## src/rtl/spim_pkg.sv

```systemverilog
package spim_pkg;
  localparam logic [11:0] OFF_CTRL0 = 12'h000;
  localparam logic [11:0] OFF_CTRL1 = 12'h004;
  localparam logic [11:0] OFF_STAT  = 12'h008;
  localparam logic [11:0] OFF_DATA  = 12'h010;
  localparam logic [11:0] OFF_TXTH  = 12'h044;
  localparam logic [11:0] OFF_RXTH  = 12'h048;
  localparam logic [11:0] OFF_RUN   = 12'h204;
  localparam logic [11:0] OFF_CSCTL = 12'h224;

  localparam int STAT_TNF  = 2;
  localparam int STAT_RNE  = 3;
  localparam int STAT_BUSY = 4;
  localparam int STAT_ROR  = 7;

  localparam int WM_W = 6;
endpackage

```

## src/rtl/spim_fifo.sv

```systemverilog
module spim_fifo #(
  parameter int W     = 8,
  parameter int DEPTH = 16,
  localparam int AW   = (DEPTH > 1) ? $clog2(DEPTH) : 1,
  localparam int LW   = $clog2(DEPTH + 1)
) (
  input  logic          clk,
  input  logic          rst_n,
  input  logic          flush,
  input  logic          push,
  input  logic [W-1:0]  din,
  input  logic          pop,
  output logic [W-1:0]  dout,
  output logic [LW-1:0] level,
  output logic          full,
  output logic          empty
);
  logic [W-1:0]  mem_q [DEPTH];
  logic [AW-1:0] wp_q, wp_d, rp_q, rp_d;
  logic [LW-1:0] cnt_q, cnt_d;
  logic          do_push, do_pop;

  function automatic logic [AW-1:0] ptr_inc(input logic [AW-1:0] p);
    return (p == AW'(DEPTH - 1)) ? '0 : p + AW'(1);
  endfunction

  assign full    = (cnt_q == LW'(DEPTH));
  assign empty   = (cnt_q == '0);
  assign do_push = push && !full && !flush;
  assign do_pop  = pop && !empty && !flush;
  assign dout    = mem_q[rp_q];
  assign level   = cnt_q;

  always_comb begin
    wp_d  = wp_q;
    rp_d  = rp_q;
    cnt_d = cnt_q;
    if (flush) begin
      wp_d  = '0;
      rp_d  = '0;
      cnt_d = '0;
    end else begin
      if (do_push) wp_d = ptr_inc(wp_q);
      if (do_pop)  rp_d = ptr_inc(rp_q);
      case ({do_push, do_pop})
        2'b10:   cnt_d = cnt_q + LW'(1);
        2'b01:   cnt_d = cnt_q - LW'(1);
        default: cnt_d = cnt_q;
      endcase
    end
  end

  always_ff @(posedge clk or negedge rst_n) begin
    if (!rst_n) begin
      wp_q  <= '0;
      rp_q  <= '0;
      cnt_q <= '0;
    end else begin
      wp_q  <= wp_d;
      rp_q  <= rp_d;
      cnt_q <= cnt_d;
    end
  end

  always_ff @(posedge clk) begin
    if (do_push) mem_q[wp_q] <= din;
  end
endmodule

```

## src/rtl/spim_shift_engine.sv

```systemverilog
module spim_shift_engine #(
  parameter int W     = 8,
  parameter int DIV_W = 12,
  localparam int BW   = (W > 1) ? $clog2(W) : 1,
  localparam int CW   = DIV_W + 1
) (
  input  logic             clk,
  input  logic             rst_n,
  input  logic             run,
  input  logic             enable,
  input  logic [DIV_W-1:0] div,
  input  logic [3:0]       dsz,
  input  logic             cpol,
  input  logic             cpha,
  input  logic             tx_avail,
  input  logic [W-1:0]     tx_word,
  output logic             tx_take,
  input  logic             miso,
  output logic             rx_valid,
  output logic [W-1:0]     rx_word,
  output logic             active,
  output logic             sclk,
  output logic             mosi
);
  logic          act_q, act_d;
  logic [CW-1:0] cnt_q, cnt_d, per_q, per_d, half_q, half_d;
  logic [BW-1:0] bit_q, bit_d;
  logic [W-1:0]  sh_q, sh_d, rx_q, rx_d;
  logic [CW-1:0] per_c, half_c;
  logic [BW-1:0] lenm1_c;
  logic          bit_last, word_end, sample_now;

  // Period in clock cycles, never shorter than two.
  assign per_c  = (div == '0) ? CW'(2) : CW'(div) + CW'(1);
  assign half_c = per_c >> 1;

  always_comb begin
    if (dsz >= 4'(W - 1)) lenm1_c = BW'(W - 1);
    else                  lenm1_c = BW'(dsz);
  end

  assign bit_last   = act_q && (cnt_q == per_q - CW'(1));
  assign word_end   = bit_last && (bit_q == '0);
  assign sample_now = act_q && (cnt_q == half_q - CW'(1));
  assign tx_take    = run && enable && tx_avail && (!act_q || word_end);
  assign rx_valid   = run && word_end;
  assign rx_word    = rx_q;
  assign active     = act_q;
  assign mosi       = act_q && sh_q[W-1];
  assign sclk       = cpol ^ (act_q && (cpha ? (cnt_q < half_q) : (cnt_q >= half_q)));

  always_comb begin
    act_d  = act_q;
    cnt_d  = cnt_q;
    per_d  = per_q;
    half_d = half_q;
    bit_d  = bit_q;
    sh_d   = sh_q;
    rx_d   = rx_q;
    if (!run) begin
      act_d = 1'b0;
      cnt_d = '0;
      bit_d = '0;
      sh_d  = '0;
      rx_d  = '0;
    end else begin
      if (sample_now) rx_d = {rx_q[W-2:0], miso};
      if (act_q) cnt_d = cnt_q + CW'(1);
      if (bit_last && (bit_q != '0)) begin
        cnt_d = '0;
        bit_d = bit_q - BW'(1);
        sh_d  = sh_q << 1;
      end
      if (word_end) act_d = 1'b0;
      if (tx_take) begin
        act_d  = 1'b1;
        cnt_d  = '0;
        per_d  = per_c;
        half_d = half_c;
        bit_d  = lenm1_c;
        sh_d   = tx_word << (BW'(W - 1) - lenm1_c);
        rx_d   = '0;
      end
    end
  end

  always_ff @(posedge clk or negedge rst_n) begin
    if (!rst_n) begin
      act_q  <= 1'b0;
      cnt_q  <= '0;
      per_q  <= CW'(2);
      half_q <= CW'(1);
      bit_q  <= '0;
      sh_q   <= '0;
      rx_q   <= '0;
    end else begin
      act_q  <= act_d;
      cnt_q  <= cnt_d;
      per_q  <= per_d;
      half_q <= half_d;
      bit_q  <= bit_d;
      sh_q   <= sh_d;
      rx_q   <= rx_d;
    end
  end
endmodule

```

## src/rtl/spim_cs_drive.sv

```systemverilog
module spim_cs_drive #(
  parameter int VERSION = 1
) (
  input  logic sw_mode,
  input  logic state,
  input  logic pol,
  input  logic busy,
  output logic pin
);
  logic active_lvl, sw_lvl;

  generate
    if (VERSION == 2) begin : g_assert_sem
      assign active_lvl = ~pol;
      assign sw_lvl     = state ? pol : ~pol;
    end else begin : g_level_sem
      assign active_lvl = pol;
      assign sw_lvl     = state;
    end
  endgenerate

  assign pin = sw_mode ? sw_lvl : (busy ? active_lvl : ~active_lvl);
endmodule

```

## src/rtl/spi_master_ctrl.sv

```systemverilog
module spi_master_ctrl #(
  parameter int ADDR_W     = 12,
  parameter int FIFO_DEPTH = 16,
  parameter int WORD_W     = 8,
  parameter int DIV_W      = 12,
  parameter int CS_VERSION = 1
) (
  input  logic              clk,
  input  logic              rst_n,
  input  logic [ADDR_W-1:0] bus_addr,
  input  logic              bus_wr,
  input  logic              bus_rd,
  input  logic [31:0]       bus_wdata,
  output logic [31:0]       bus_rdata,
  output logic              sclk,
  output logic              mosi,
  input  logic              miso,
  output logic              cs_pin
);
  import spim_pkg::*;

  localparam int LVL_W = $clog2(FIFO_DEPTH + 1);

  // Reset synchronizer: asynchronous assert, synchronous release.
  logic [1:0] rsync_q;
  logic       rst_i_n;
  always_ff @(posedge clk or negedge rst_n) begin
    if (!rst_n) rsync_q <= 2'b00;
    else        rsync_q <= {rsync_q[0], 1'b1};
  end
  assign rst_i_n = rsync_q[1];

  // Address decode.
  logic hit_c0, hit_c1, hit_st, hit_dt, hit_tt, hit_rt, hit_rn, hit_cs;
  assign hit_c0 = (bus_addr == ADDR_W'(OFF_CTRL0));
  assign hit_c1 = (bus_addr == ADDR_W'(OFF_CTRL1));
  assign hit_st = (bus_addr == ADDR_W'(OFF_STAT));
  assign hit_dt = (bus_addr == ADDR_W'(OFF_DATA));
  assign hit_tt = (bus_addr == ADDR_W'(OFF_TXTH));
  assign hit_rt = (bus_addr == ADDR_W'(OFF_RXTH));
  assign hit_rn = (bus_addr == ADDR_W'(OFF_RUN));
  assign hit_cs = (bus_addr == ADDR_W'(OFF_CSCTL));

  // Configuration state.
  logic [DIV_W-1:0] div_q, div_d;
  logic             ext_q, ext_d, en_q, en_d;
  logic [3:0]       dsz_q, dsz_d;
  logic             cpol_q, cpol_d, cpha_q, cpha_d, frm_q, frm_d;
  logic [WM_W-1:0]  txlwm_q, txlwm_d, txhwm_q, txhwm_d, rxwm_q, rxwm_d;
  logic [2:0]       runc_q, runc_d;
  logic             cs_sw_q, cs_sw_d, cs_st_q, cs_st_d, cs_pol_q, cs_pol_d;
  logic             ror_q, ror_d;

  logic              run, busy, stat_clr;
  logic              tx_full, tx_empty, rx_full, rx_empty;
  logic [LVL_W-1:0]  tx_level, rx_level;
  logic [WORD_W-1:0] tx_head, rx_head, rx_word;
  logic              tx_take, rx_valid, eng_active;
  logic              unused_wdata_bits;

  assign run               = (runc_q[1:0] == 2'b11);
  assign stat_clr          = bus_wr && hit_st && bus_wdata[STAT_ROR];
  assign unused_wdata_bits = ^bus_wdata;

  always_comb begin
    div_d = div_q;  ext_d = ext_q;  en_d = en_q;  dsz_d = dsz_q;
    cpol_d = cpol_q; cpha_d = cpha_q; frm_d = frm_q;
    txlwm_d = txlwm_q; txhwm_d = txhwm_q; rxwm_d = rxwm_q;
    runc_d = runc_q;
    cs_sw_d = cs_sw_q; cs_st_d = cs_st_q; cs_pol_d = cs_pol_q;
    if (bus_wr) begin
      if (hit_c0) begin
        div_d = bus_wdata[8 +: DIV_W];
        ext_d = bus_wdata[20];
        en_d  = bus_wdata[7];
        dsz_d = bus_wdata[3:0];
      end
      if (hit_c1) begin
        cpol_d = bus_wdata[3];
        cpha_d = bus_wdata[4];
        frm_d  = bus_wdata[16];
      end
      if (hit_tt) begin
        txlwm_d = bus_wdata[8 +: WM_W];
        txhwm_d = bus_wdata[0 +: WM_W];
      end
      if (hit_rt) rxwm_d = bus_wdata[0 +: WM_W];
      if (hit_rn) runc_d = bus_wdata[2:0];
      if (hit_cs) begin
        cs_sw_d  = bus_wdata[0];
        cs_st_d  = bus_wdata[1];
        cs_pol_d = bus_wdata[12];
      end
    end
    // Sticky overrun: setting wins over a same-cycle clear.
    ror_d = (ror_q && !stat_clr) || (rx_valid && rx_full);
  end

  always_ff @(posedge clk or negedge rst_i_n) begin
    if (!rst_i_n) begin
      div_q <= '0; ext_q <= 1'b0; en_q <= 1'b0; dsz_q <= '0;
      cpol_q <= 1'b0; cpha_q <= 1'b0; frm_q <= 1'b0;
      txlwm_q <= '0; txhwm_q <= '0; rxwm_q <= '0;
      runc_q <= '0;
      cs_sw_q <= 1'b0; cs_st_q <= 1'b0; cs_pol_q <= 1'b0;
      ror_q <= 1'b0;
    end else begin
      div_q <= div_d; ext_q <= ext_d; en_q <= en_d; dsz_q <= dsz_d;
      cpol_q <= cpol_d; cpha_q <= cpha_d; frm_q <= frm_d;
      txlwm_q <= txlwm_d; txhwm_q <= txhwm_d; rxwm_q <= rxwm_d;
      runc_q <= runc_d;
      cs_sw_q <= cs_sw_d; cs_st_q <= cs_st_d; cs_pol_q <= cs_pol_d;
      ror_q <= ror_d;
    end
  end

  spim_fifo #(.W(WORD_W), .DEPTH(FIFO_DEPTH)) tx_fifo_i (
    .clk(clk), .rst_n(rst_i_n), .flush(!run),
    .push(bus_wr && hit_dt && run), .din(bus_wdata[WORD_W-1:0]),
    .pop(tx_take), .dout(tx_head),
    .level(tx_level), .full(tx_full), .empty(tx_empty)
  );

  spim_fifo #(.W(WORD_W), .DEPTH(FIFO_DEPTH)) rx_fifo_i (
    .clk(clk), .rst_n(rst_i_n), .flush(!run),
    .push(rx_valid), .din(rx_word),
    .pop(bus_rd && hit_dt && run), .dout(rx_head),
    .level(rx_level), .full(rx_full), .empty(rx_empty)
  );

  spim_shift_engine #(.W(WORD_W), .DIV_W(DIV_W)) engine_i (
    .clk(clk), .rst_n(rst_i_n), .run(run), .enable(en_q),
    .div(div_q), .dsz(dsz_q), .cpol(cpol_q), .cpha(cpha_q),
    .tx_avail(!tx_empty), .tx_word(tx_head), .tx_take(tx_take),
    .miso(miso), .rx_valid(rx_valid), .rx_word(rx_word),
    .active(eng_active), .sclk(sclk), .mosi(mosi)
  );

  assign busy = eng_active || (!tx_empty && en_q);

  spim_cs_drive #(.VERSION(CS_VERSION)) cs_i (
    .sw_mode(cs_sw_q), .state(cs_st_q), .pol(cs_pol_q),
    .busy(busy), .pin(cs_pin)
  );

  // Read mux.
  always_comb begin
    bus_rdata = '0;
    if (hit_c0) begin
      bus_rdata[8 +: DIV_W] = div_q;
      bus_rdata[20]         = ext_q;
      bus_rdata[7]          = en_q;
      bus_rdata[3:0]        = dsz_q;
    end else if (hit_c1) begin
      bus_rdata[3]  = cpol_q;
      bus_rdata[4]  = cpha_q;
      bus_rdata[16] = frm_q;
    end else if (hit_st) begin
      bus_rdata[STAT_TNF]  = !tx_full;
      bus_rdata[STAT_RNE]  = !rx_empty;
      bus_rdata[STAT_BUSY] = busy;
      bus_rdata[STAT_ROR]  = ror_q;
    end else if (hit_dt) begin
      if (!rx_empty) bus_rdata[WORD_W-1:0] = rx_head;
    end else if (hit_tt) begin
      bus_rdata[16 +: WM_W] = WM_W'(tx_level);
      bus_rdata[8 +: WM_W]  = txlwm_q;
      bus_rdata[0 +: WM_W]  = txhwm_q;
    end else if (hit_rt) begin
      bus_rdata[8 +: WM_W]  = WM_W'(rx_level);
      bus_rdata[0 +: WM_W]  = rxwm_q;
    end else if (hit_rn) begin
      bus_rdata[2:0] = runc_q;
    end else if (hit_cs) begin
      bus_rdata[0]  = cs_sw_q;
      bus_rdata[1]  = cs_st_q;
      bus_rdata[12] = cs_pol_q;
    end
  end
endmodule

```

## config.mk

```make
export PLATFORM = sky130hd
export DESIGN_NAME = spi_master_ctrl
export DESIGN_NICKNAME = d
export VERILOG_FILES = /design/src/rtl/spim_pkg.sv /design/src/rtl/spim_fifo.sv /design/src/rtl/spim_shift_engine.sv /design/src/rtl/spim_cs_drive.sv /design/src/rtl/spi_master_ctrl.sv
export SDC_FILE = /design/constraint.sdc
export NUM_CORES = 1
export LEC_CHECK = 0
export BUFFER_PORTS_ARGS = -buffer_cell sky130_fd_sc_hd__buf_2
export CORE_MARGIN = 2
export CORE_UTILIZATION = 50
export DETAILED_ROUTE_END_ITERATION = 6
export GPL_TIMING_DRIVEN = 0
export PLACE_DENSITY = 0.69
export SLEW_MARGIN = 20
export SYNTH_ARGS = -nofsm -noshare
export SYNTH_HDL_FRONTEND = slang
export SYNTH_SLANG_ARGS = --single-unit
```

## constraint.sdc

```tcl
create_clock -name clk -period 5.2 [get_ports clk]
set_clock_uncertainty 0.05 [all_clocks]
set_input_delay 0.52 -clock clk [delete_from_list [all_inputs] [get_ports clk]]
set_output_delay 0.52 -clock clk [all_outputs]
set_load 0.01 [all_outputs]
```

* After elaboration in Yosys (flattened, before gate mapping)
Memory sizes are Yosys's and may differ from the RTL's. Cells that the tools add are included.
Cells by class: $add $sub $neg 14, order comparisons 3, eq/ne operators 30, shift operators 1, mux-type cells 79, bitwise operators 2, reductions and logical operators 49
Operator list (count):
- two-way mux 8 bit | 11
- two-way mux 13 bit | 5
- two-way mux 4 bit | 15
- two-way mux 5 bit | 6
- two-way mux 6 bit | 5
- logical AND 1 bit | 27
- two-way mux 3 bit | 9
- equality test 13 bit | 2
- equality test 12 x 10 -> 1 bit, second input constant | 2
- equality test 12 x 7 -> 1 bit, second input constant | 2
- logical NOT 12 bit | 2
- case mux 5 bit (2 select lines) | 2
- two-way mux 1 bit | 17
- adder 4 x 1 -> 4 bit, second input constant | 4
- equality test 4 bit, second input constant | 4
- != test 3 bit, second input constant | 5
- two-way mux 2 bit | 7
- AND reduction 2 bit | 7
- adder 12 x 1 -> 13 bit, second input constant | 1
- adder 13 x 1 -> 13 bit, second input constant | 1
- greater-or-equal comparator 13 x 12 -> 1 bit | 1
- less-than comparator 13 x 12 -> 1 bit | 1
- subtractor 12 x 1 -> 13 bit, second input constant | 1
- subtractor 13 x 1 -> 13 bit, second input constant | 1
- other kinds (23) | 40
Word-level totals: flip-flop bits (word level) 132, RAM bits 256, input port bits 49, output and inout bits 35, word-level logic and storage cells 209, memories 2
Memories:
- rx_fifo_i.mem_q | depth 16, bits a word 8, read ports 1, clocked after memory_dff 0, wr ports 1, RTL line spim_fifo.sv:18 | logic [W-1:0] mem_q [DEPTH];
- tx_fifo_i.mem_q | depth 16, bits a word 8, read ports 1, clocked after memory_dff 0, wr ports 1, RTL line spim_fifo.sv:18

* Longest topological paths before layout
Gate-level depths: netlist of run 1.
word-level depth 11, depth in mapped cells 21, depth with buffers taken out 18

* By module
Synthesis of run 1 repeated with hierarchy kept, for this count alone.
Second synthesis, totals: cells, all modules 1410, area total of the unflattened synthesis 18377.6 um^2
Modules (own cells, without submodules):
- spim_fifo (rx_fifo_i) | instances 1, cells each 363, area an instance 5895.7 um^2, seq. area each 4169.0 um^2
- spim_fifo (tx_fifo_i) | instances 1, cells each 365, area an instance 5886.9 um^2, seq. area each 4169.0 um^2
- spim_shift_engine | instances 1, cells each 441, area an instance 3713.6 um^2, seq. area each 1152.4 um^2
- spi_master_ctrl | instances 1, cells each 238, area an instance 2864.0 um^2, seq. area each 1201.2 um^2
- spim_cs_drive | instances 1, cells each 3, area an instance 17.5 um^2, seq. area each 0.0 um^2

* Least setup slack after synthesis of run 1
Ideal clock, no wire load.
kind register to register, start point register engine_i.per_q[2], end point register tx_fifo_i.cnt_q[4] (netlist: tx_fifo_i.level[4]), library setup time 0.078 ns, data arrival time 4.251 ns, required time 5.072 ns, path slack 0.821 ns, stages on the path, launching flop included 22, path buffers 3, period minus slack after synthesis 4.379 ns, cells stage by stage dfrtp_1 > inv_1 > ha_1 > or4b_4 > nor3_2 > xnor2_1 > nor4_4 > and4_1 > buf_2 > o21ai_2 > inv_2 > buf_6 > ha_1 > clkbuf_1 > xor2_1 > ha_1 > o21ai_0 > a21oi_1 > a21oi_1 > xor2_1 > or3_1 > a21oi_1
On the way: word-level cells in the longest chain between the ends 11, elaborated cells on any way between the ends 13, those cells by class add/sub (1); eq/ne (4); mux (2); reduce/logical (6)
Ends and longest elaborated chain:
- start, declared | RTL line spim_shift_engine.sv:26 | logic [CW-1:0] cnt_q, cnt_d, per_q, per_d, half_q, half_d;
- start signal, assigned | RTL line spim_shift_engine.sv:99 | per_q <= per_d;
- subtractor 13 x 1 -> 13 bit * | RTL line spim_shift_engine.sv:42 | assign bit_last = act_q && (cnt_q == per_q - CW'(1));
- equality test 13 bit * | RTL line spim_shift_engine.sv:42
- logical AND 1 bit * | RTL line spim_shift_engine.sv:42
- logical AND 1 bit * | RTL line spim_shift_engine.sv:43 | assign word_end = bit_last && (bit_q == '0);
- logical OR 1 bit * | RTL line spim_shift_engine.sv:45 | assign tx_take = run && enable && tx_avail && (!act_q || word_end);
- logical AND 1 bit * | RTL line spim_shift_engine.sv:45
- logical AND 1 bit * (2 in a row) | RTL line spim_fifo.sv:30 | assign do_pop = pop && !empty && !flush;
- equality test 2 x 1 -> 1 bit / equality test 2 bit (equally long branches) | RTL line spim_fifo.sv:45 | case ({do_push, do_pop})
- case mux 5 bit (2 select lines) | RTL line spim_fifo.sv:45
- two-way mux 5 bit | RTL line spim_fifo.sv:38 | if (flush) begin
- end signal, assigned | RTL line spim_fifo.sv:61 | cnt_q <= cnt_d;
- end, declared | RTL line spim_fifo.sv:20 | logic [LW-1:0] cnt_q, cnt_d;
Every way passes the cells marked *; elsewhere a longest branch is shown, timed or not. A chain may end at the register's enable or synchronous reset.

* Worst setup path after layout of run 1
Ends and elaborated chain as after synthesis.

==> results of run 1 <==
Yosys cell counts, drive strengths merged (7+ instances only):
library cell	n	area, um^2
a211oi	8	72.6
a21oi	47	235
a22o	7	61.3
a22oi	10	75.1
and2	26	163
and3	14	87.6
and4	8	70.1
buf	41	243
clkbuf	46	173
dfrtp	119	2980
edfxtp	256	7690
ha	37	463
inv	49	184
mux2	61	687
mux2i	61	611
mux4	55	1240
nand2	62	235
nand2b	10	62.6
nand3	27	135
nand4	20	131
nor2	79	299
nor2b	11	68.8
nor3	21	115
nor4	12	111
nor4b	7	73.8
o211ai	7	57.6
o21a	9	67.6
o21ai	32	164
o22ai	11	68.8
o31ai	10	75.1
or3	7	43.8
xnor2	28	245
xor2	35	307
through the flow:
stage	hold WS (ps)	setup TNS, ps	cells	power, W	util [%]
final	123	0	1933	0.00614	57.5
after floorplan	174	0	1329	0.00328	-
after global routing	114	-3.60	1933	0.00631	57.5
after CTS	99.0	0	1930	0.00619	57.4
after detailed placement	251	0	1856	0.00333	53.7
after global placement	255	0	1850	0.00333	53.4
what timing repair did:
item / in CTS / in global routing
endpoints found under the hold margin: 2 / 0
gates resized for setup: 0 / 4
endpoints found under the setup margin: 0 / 1
setup buffers: 0 / 3
hold buffers: 1 / 0
report_power, final:
group	leakage [nW]	internal, W	switching (W)
clock	0.635	0.00167	0.00119
combinational	2.88	0.0000247	0.0000520
sequential	3.73	0.00319	0.00000718
total	7.25	0.00489	0.00125
cell type report:
| cell class | count | area [um^2] | area share (%) |
|---|---|---|---|
| Tap cell | 461 | 577 | 2.82 |
| Buffer | 86 | 413 | 2.02 |
| Timing Repair Buffer | 70 | 410 | 2.01 |
| Inverter | 49 | 190 | 0.929 |
| Sequential cell | 376 | 10700 | 52.3 |
| Clock inverter | 23 | 253 | 1.23 |
| Antenna cell | 1 | 2.50 | 0.0122 |
| Clock buffer | 50 | 1070 | 5.23 |
| Multi-Input combinational cell | 817 | 6860 | 33.5 |
state kept, by name, summed over array words and instances (netlist names), 2 cells and up:
register / flops
div_q: 12
rx_fifo_i.rp_q: 4
tx_fifo_i.level: 5
tx_fifo_i.rp_q: 4
rx_fifo_i.level: 5
txhwm_q: 6
rxwm_q: 6
rx_fifo_i.wp_q: 4
tx_fifo_i.mem_q: 128
engine_i.bit_q: 3
tx_fifo_i.wp_q: 4
rsync_q: 2
engine_i.cnt_q: 13
engine_i.per_q: 13
engine_i.sh_q: 8
txlwm_q: 6
runc_q: 3
engine_i.rx_word: 8
rx_fifo_i.mem_q: 128
dsz_q: 4
logic make-up after synthesis:
kind of cell	Yosys count	synth area share, %
other cells	2	0.0416
fa+ha+maj	38	2.67
buf+inv	136	3.32
compound gates	198	7.67
mux	177	14.0
flops	376	59.2
simple gates	329	10.0
xor+xnor	63	3.05
metal layers:
| metal | up-vias | wire, um | track usage [%] |
|---|---|---|---|
| li1 | 5274 | - | - |
| met3 | 80 | 2680 | 4.00 |
| met4 | 0 | 1210 | 7.88 |
| met2 | 401 | 20600 | 37.3 |
| met1 | 5846 | 18100 | 31.2 |
| met5 | - | 0 | 0 |
path summary, 6_finish.rpt:
| kind | startpoint | to | depth (start not counted) |
|---|---|---|---|
| min in group asynchronous | rst_n | rsync_q[0] | 2 |
| hold / removal | bus_wdata[18] | div_q[10] | 2 |
| hold reg to reg | rsync_q[1] | rx_fifo_i.level[0] | 0 |
| max in group asynchronous | rsync_q[1] | engine_i.per_q[1] | 1 |
| setup reg to reg | engine_i.per_q[2] | tx_fifo_i.level[4] | 21 |
| setup / recovery | engine_i.per_q[2] | tx_fifo_i.level[4] | 21 |
==> flow_summary_export.csv, run 1 <==
group,metric,value,unit
floorplan,start_util,50.8,%
routing,drtAntennaViolNets,0,
final_layout,drive_above_1_share,20.8,%
worst_setup_path,path_cells,"inv_1 -> ha_1 -> or4b_4 -> o311a_1 -> o21ai_1 -> o211ai_2 -> and4_1 -> buf_2 -> o21ai_2 -> inv_4 -> buf_6 -> ha_1 -> clkbuf_2 -> xor2_1 -> ha_1 -> o21ai_0 -> a21oi_1 -> a21oi_1 -> xor2_1 -> or3_1 -> a21oi_1",
timing,fin_ws,279,ps
worst_setup_path,path_delay_family,"compound AO/OA/AOI/OAI gates",
timing,timing.final.crit_share,94.6,%
worst_setup_path,path_max_fanout,11,
clocking,clock-sinks,376,
worst_setup_path,cp.required,5640,ps
timing,hold_violations,0,
floorplan,die_w,194,um
grt,first_global_vias,11500,
worst_setup_path,critPathArrivalTime,5360,ps
clocking,clkTransAtPathRegs,60,ps
flow_run,maxCapViolations,0,
final_layout,layout_common_cells,"edfxtp_1 (256), dfrtp_1 (118), nor2_1 (78)",
timing,drv_slew,0,
timing,tightest_slew,983,ps
synth,synth_warnings,0,
routing,first_pass_iters,6,
power_and_ir_drop,p_per_area,300,nW/um^2
final_layout,fillers,2847,
routing,wl_per_cell,22.0,um
power_and_ir_drop,ir_drop,0.297,mV
grt,grt_pass1_wl,66500,um
floorplan,die_h,194,um
worst_setup_path,critPathLaunchType,"flip-flop",
worst_setup_path,cp.buffers_inverters,5,
hold_path,hold_class,"input pin to flip-flop",
synth,async_flop_share,31.9,%
power_and_ir_drop,leakage,7.25,nW
timing,slew-limit-headroom,34.2,%
clocking,cts_buffers,41,
synth,seq_area_frac_synth,59.2,%
timing,fmax,203,MHz
placed_design,port_buffers,60,
grt,grt_max_degree,46,
routing,drt_iter0_drc,956,
synth,ys_ff_latch,376,
worst_setup_path,crit_slowest_cell,"or4b_4",
clocking,cts_root_buf,"clkbuf_16",
grt,antenna_found_initial,1,
run_status,status,"finished clean",
routing,vias_per_cell,6.00,
clocking,cts_max_level,2,
grt,grt.overflow.total,0,
final_layout,fin_nets,1528,
worst_setup_path,critical-path-max-stage-delay,530,ps
clocking,tritoncts,"yes",
synth,syn_area_per_cell,13.7,um^2
synth,synth_flop_cell,"edfxtp_1",
floorplan,rows,69,
timing,layout_min_cycle_time,4920,ps
clocking,clock_latency,570,ps
worst_setup_path,path_class,"flip-flop to flip-flop",
timing,setup_violations,0,
final_layout,area_growth,13.3,%
placed_design,dpl_cell_area,19100,um^2
floorplan,dieArea,37700,um^2
worst_setup_path,r2r_slack,280,ps
routing,route.detailed.drc,0,
clocking,cts.path.max_buffers,3,
routing,routed_wl,42600,um
synth,syn_inst,1319,
placed_design,place_ws,155,ps
synth,yosysUniqueCellTypes,85,
floorplan,pin_count,84,
synth,synth_area,18100,um^2
floorplan,core_area,35600,um^2
routing,routed-via-count,11600,
placed_design,hpwl,29800,um
final_layout,final_cell_area,20500,um^2
grt,grt_util_all_layers,22.9,%
final_layout,layout_commonest_cell,"edfxtp_1",
worst_setup_path,worst_setup_path_end_kind,"flip-flop",
synth,synth_edf_count,256,
placed_design,gp_congestion,0.870,
(Power assumes the default switching activity.)
==> run 2: changes to the inputs <==
--- a/config.mk
+++ b/config.mk
@@ -6,7 +6,6 @@
 export NUM_CORES = 1
 export LEC_CHECK = 0
 export BUFFER_PORTS_ARGS = -buffer_cell sky130_fd_sc_hd__buf_2
-export CORE_MARGIN = 2
 export CORE_UTILIZATION = 50
 export DETAILED_ROUTE_END_ITERATION = 6
 export GPL_TIMING_DRIVEN = 0
==> run 2 against run 1 <==
Net effect:
- critical endpoint unchanged
- die area fell by 2.0%
- highest routed layer unchanged
- largest cell class unchanged
- largest power group unchanged
- first-iteration DRC count down 12%
- worst hold slack improved by 15 ps
==> flow_summary_export.csv, run 2 (synthesis results as in run 1) <==
group,metric,value,unit
clocking,clock_latency,560,ps
grt,grt_pass1_wl,65700,um
placed_design,gp_congestion,0.879,
routing,routed-via-count,11600,
worst_setup_path,crit_slowest_cell,"nor4_4",
clocking,clkTransAtPathRegs,60,ps
power_and_ir_drop,p_per_area,304,nW/um^2
routing,drt_iter0_drc,843,
clocking,clock-sinks,376,
timing,fin_ws,312,ps
timing,drv_slew,0,
worst_setup_path,cp.required,5620,ps
final_layout,drive_above_1_share,20.8,%
routing,drtAntennaViolNets,0,
routing,vias_per_cell,6.00,
power_and_ir_drop,total_power,0.00623,W
timing,layout_min_cycle_time,4890,ps
final_layout,largestRegisters,"rx_fifo_i.mem_q x128, tx_fifo_i.mem_q x128",
grt,first_global_vias,11500,
floorplan,core_area,35600,um^2
floorplan,rows,69,
placed_design,place_ws,169,ps
final_layout,layout_common_cells,"edfxtp_1 (256), dfrtp_1 (118), nor2_1 (78)",
worst_setup_path,path_class,"flip-flop to flip-flop",
run_status,status,"finished clean",
routing,route.detailed.drc,0,
clocking,cts_buffers,40,
routing,routed_wl,43200,um
power_and_ir_drop,ir_drop,0.276,mV
worst_setup_path,worst_setup_path_end_kind,"flip-flop",
power_and_ir_drop,leakage,7.26,nW
grt,antenna_found_initial,2,
floorplan,pin_count,84,
timing,slew-limit-headroom,30.1,%
worst_setup_path,path_max_fanout,11,
final_layout,fillers,2848,
worst_setup_path,critPathLaunchType,"flip-flop",
timing,setup_violations,0,
routing,wl_per_cell,22.3,um
timing,tns,0,ps
grt,grt_util_all_layers,24.0,%
worst_setup_path,critPathArrivalTime,5310,ps
worst_setup_path,path_cells,"nor4_4 -> nand2_2 -> or4_1 -> o211ai_2 -> and4_1 -> buf_2 -> o21ai_4 -> inv_2 -> buf_6 -> ha_1 -> clkbuf_2 -> xor2_1 -> ha_1 -> o21ai_0 -> a21oi_1 -> a21oi_1 -> xor2_1 -> or3_1 -> a21oi_1",
placed_design,hpwl,30200,um
flow_run,maxCapViolations,0,
hold_path,hold_class,"input pin to flip-flop",
timing,hold_violations,0,
placed_design,port_buffers,60,
timing,tightest_slew,1040,ps
clocking,tritoncts,"yes",
floorplan,die_w,192,um
final_layout,area_growth,13.4,%
timing,fmax,205,MHz
floorplan,start_util,50.8,%
floorplan,die_h,192,um
clocking,cts.path.max_buffers,3,
grt,grt.overflow.total,0,
worst_setup_path,critical-path-max-stage-delay,630,ps
grt,grt_max_degree,44,
worst_setup_path,cpMostUsedCell,"a21oi_1",
routing,first_pass_iters,5,
clocking,cts_max_level,2,
floorplan,dieArea,36900,um^2
timing,timing.final.crit_share,94.0,%
final_layout,layout_commonest_cell,"edfxtp_1",
final_layout,fin_nets,1525,
clocking,cts_root_buf,"clkbuf_16",
## run 2: final cells by class
cell class / count / area [um^2] / area share (%)
inverters: 49 / 188 / 0.916
plain buffers: 86 / 413 / 2.02
flip-flops and latches: 376 / 10700 / 52.2
diodes: 2 / 5.00 / 0.0244
well taps: 461 / 577 / 2.82
clock buffers: 43 / 1030 / 5.04
clock inverters: 30 / 328 / 1.60
repair buffers: 68 / 394 / 1.92
multi-input cells: 817 / 6850 / 33.5
## run 2: final timing paths
check,from,endpoint,slack (ps),cells past startpoint
hold / removal,bus_wdata[18],div_q[10],140,2
hold reg to reg,rsync_q[1],engine_i.rx_word[3],280,0
setup / recovery,engine_i.per_q[2],tx_fifo_i.level[4],310,19
min in group asynchronous,rst_n,rsync_q[1],220,2
setup reg to reg,engine_i.per_q[2],tx_fifo_i.level[4],310,19
max in group asynchronous,rsync_q[1],engine_i.per_q[1],4150,1
## run 2: critical path, delay by kind of cell (launching register included)
| kind | cells | cell delay (ps) |
|---|---|---|
| AOI/OAI and AO/OA | 6 | 870 |
| xor gates and xnor gates | 2 | 320 |
| adders and majority gates | 2 | 390 |
| buffers and inverters | 4 | 840 |
| DFF | 1 | 500 |
| and+or+nand+nor | 5 | 1830 |
## run 2: routing by layer
metal,vias up,wire length (um),GRT usage [%]
met5,-,0,0
met4,0,1320,9.30
met3,77,2420,3.87
met2,342,21100,39.4
met1,5906,18300,32.0
li1,5273,-,-
## run 2: power breakdown
group          leakage (nW)  switching, W  internal, W
sequential             3.73    0.00000798      0.00319
combinational          2.87     0.0000515    0.0000241
clock                 0.661       0.00117      0.00179
## run 2: what timing repair did
item                                    CTS  global route
endpoints found under the hold margin     2             0
gates resized for setup                   0             4
hold buffers                              1             0
setup buffers                             0             0
endpoints found under the setup margin    0             1
## run 2: metrics by stage
| stage | hold slack [ps] | area (um^2) | std cells | utilization, % |
|---|---|---|---|---|
| floorplan | 174 | 18100 | 1329 | - |
| global route | 124 | 20500 | 1932 | 57.6 |
| CTS | 114 | 20500 | 1931 | 57.6 |
| finish | 137 | 20500 | 1932 | 57.6 |
| detailed placement | 256 | 19100 | 1857 | 53.7 |
| global placement | 255 | 19000 | 1850 | 53.4 |
==> run 3: changes to the inputs <==
--- a/config.mk
+++ b/config.mk
@@ -6,6 +6,7 @@
 export NUM_CORES = 1
 export LEC_CHECK = 0
 export BUFFER_PORTS_ARGS = -buffer_cell sky130_fd_sc_hd__buf_2
+export CORE_ASPECT_RATIO = 1.4
 export CORE_UTILIZATION = 50
 export DETAILED_ROUTE_END_ITERATION = 6
 export GPL_TIMING_DRIVEN = 0
==> run 3 against run 2 <==
Net effect:
- register-to-register slack worse by 90 ps
- largest power group unchanged
- fmax down 1.8%
- core utilization down 0.66 points
- clock-buffer cell count up 11
- first-iteration DRC count down 6.3%
- highest routed layer unchanged
- global-route usage up 0.24 points
- wire length about the same
- flip-flop and latch count unchanged
- critical path type unchanged
- non-clock buffer count up 6
- clock power down 13%
==> flow_summary_export.csv, run 3 (synthesis results as in run 1) <==
group,metric,value,unit
run_status,status,"finished clean",
power_and_ir_drop,ir_drop,0.280,mV
routing,drt_iter0_drc,790,
grt,grt_pass1_wl,67500,um
timing,hold_violations,0,
floorplan,dieArea,36900,um^2
worst_setup_path,critical-path-max-stage-delay,530,ps
floorplan,die_w,163,um
placed_design,dpl_cell_area,19100,um^2
worst_setup_path,worst_setup_path_end_kind,"flip-flop",
timing,fmax,201,MHz
clocking,clock_latency,540,ps
timing,fin_ws,225,ps
clocking,cts_max_level,2,
timing,setup_violations,0,
routing,routed_wl,43200,um
worst_setup_path,critPathLaunchType,"flip-flop",
clocking,cts_buffers,37,
grt,antenna_found_initial,1,
timing,slew-limit-headroom,29.6,%
timing,layout_min_cycle_time,4980,ps
routing,dr_wl_met3,1830,um
placed_design,hpwl,30700,um
floorplan,rows,82,
grt,first_global_vias,11800,
timing,drv_slew,0,
power_and_ir_drop,p_per_area,288,nW/um^2
worst_setup_path,path_delay_family,"compound AO/OA/AOI/OAI gates",
worst_setup_path,crit_slowest_cell,"or4b_4",
routing,top_layer_used,"met4",
clocking,clock-sinks,376,
clocking,clkTransAtPathRegs,60,ps
final_layout,fin_nets,1528,
power_and_ir_drop,leakage,7.21,nW
clocking,cts.path.max_buffers,3,
floorplan,pin_count,84,
placed_design,placedCellCount,1859,
power_and_ir_drop,pwr-share-clk,44.2,%
clocking,cts_root_buf,"clkbuf_16",
worst_setup_path,path_cells,"inv_1 -> ha_1 -> or4b_4 -> o311a_1 -> o21ai_1 -> o211ai_2 -> and4_1 -> buf_2 -> o21ai_4 -> inv_2 -> buf_6 -> ha_1 -> clkbuf_2 -> xor2_1 -> ha_1 -> o21ai_0 -> a21oi_1 -> a21oi_1 -> xor2_1 -> or3_1 -> a21oi_1",
routing,routed-via-count,11600,
worst_setup_path,path_max_fanout,11,
final_layout,layout_commonest_cell,"edfxtp_1",
worst_setup_path,critPathArrivalTime,5370,ps
placed_design,gp_congestion,0.895,
floorplan,core_area,35700,um^2
final_layout,final_cell_area,20300,um^2
flow_run,maxCapViolations,0,
worst_setup_path,cp.required,5590,ps
grt,grt_max_degree,49,
routing,wl_met2,22800,um
routing,first_pass_iters,5,
final_layout,stdcell_count,1931,
final_layout,layout_common_cells,"edfxtp_1 (256), dfrtp_1 (118), buf_2 (79)",
power_and_ir_drop,internal_power,0.00468,W
power_and_ir_drop,power_frac_comb,1.3,%
placed_design,port_buffers,60,
floorplan,die_h,227,um
routing,route.detailed.drc,0,
timing,tightest_slew,1050,ps
power_and_ir_drop,p_sw,0.00118,W
timing,timing.final.crit_share,95.7,%
power_and_ir_drop,total_power,0.00586,W
floorplan,start_util,50.6,%
routing,drtAntennaViolNets,0,
worst_setup_path,path_class,"flip-flop to flip-flop",
routing,wl_met1,16700,um
worst_setup_path,r2r_start,"engine_i.per_q[2]",
final_layout,largestRegisters,"rx_fifo_i.mem_q x128, tx_fifo_i.mem_q x128",
grt,grt_util_all_layers,24.2,%
power_and_ir_drop,p_seq_share,54.5,%
power_and_ir_drop,netSwitchingFraction,20.2,%
routing,vias_per_cell,5.99,
clocking,tritoncts,"yes",
final_layout,fillers,2838,
worst_setup_path,cp.buffers_inverters,5,
worst_setup_path,startpoint,"engine_i.per_q[2]",
routing,wl_per_cell,22.4,um
placed_design,place_ws,39.0,ps
hold_path,hold_class,"input pin to flip-flop",
final_layout,drive_above_1_share,20.7,%
final_layout,area_growth,12.5,%
hold_path,hold_start,"bus_wdata[10]",
grt,grt.overflow.total,0,
==> run 3: per-stage QoR <==
| step | TNS (ps) | utilization, % | hold slack (ps) |
|---|---|---|---|
| global route | -1.14 | 56.9 | 166 |
| detailed placement | 0 | 53.5 | 233 |
| floorplan | 0 | - | 174 |
| CTS | 0 | 56.8 | 155 |
| finish | 0 | 56.9 | 176 |
| global placement | 0 | 53.2 | 255 |
==> run 3: cell type report <==
| cell class | count | area [um^2] | area share, % |
|---|---|---|---|
| Sequential cell | 376 | 10700 | 52.6 |
| Multi-Input combinational cell | 817 | 6870 | 33.8 |
| Clock buffer | 54 | 1050 | 5.18 |
| Tap cell | 462 | 578 | 2.84 |
| Timing Repair Buffer | 74 | 435 | 2.14 |
| Buffer | 86 | 413 | 2.03 |
| Inverter | 49 | 184 | 0.905 |
| Clock inverter | 12 | 100 | 0.492 |
| Antenna cell | 1 | 2.50 | 0.0123 |
==> run 3: layer usage <==
layer  global-route usage (%)  vias to the layer above
met4                     10.9                        0
met5                        0                        -
met3                     2.90                       95
li1                         -                     5259
met1                     28.9                     5872
met2                     43.8                      350
==> run 3: worst paths after layout <==
| path | end | slack [ps] | cells past startpoint |
|---|---|---|---|
| max reg2reg | tx_fifo_i.level[4] | 220 | 21 |
| max | tx_fifo_i.level[4] | 220 | 21 |
| min | div_q[2] | 180 | 2 |
| min reg2reg | txlwm_q[2] | 220 | 0 |
| max in group asynchronous | tx_fifo_i.rp_q[3] | 3990 | 2 |
| min in group asynchronous | txlwm_q[2] | 220 | 0 |
==> run 3: repair_timing <==
item / CTS / global route
setup endpoints to repair: 0 / 2
endpoints found under the hold margin: 2 / 0
buffers inserted: 0 / 5
hold buffers: 1 / 0
resized for setup: 0 / 5
==> run 3: power by group through the flow <==
stage | Clock [W] | Combinational [W] | Sequential [W]
finish | 0.00259 | 0.0000777 | 0.00319
CTS | 0.00262 | 0.0000784 | 0.00319
global route | 0.00273 | 0.0000857 | 0.00319
floorplan | 0 | 0.0000189 | 0.00326
detailed placement | 0 | 0.0000777 | 0.00326
global placement | 0 | 0.0000563 | 0.00327
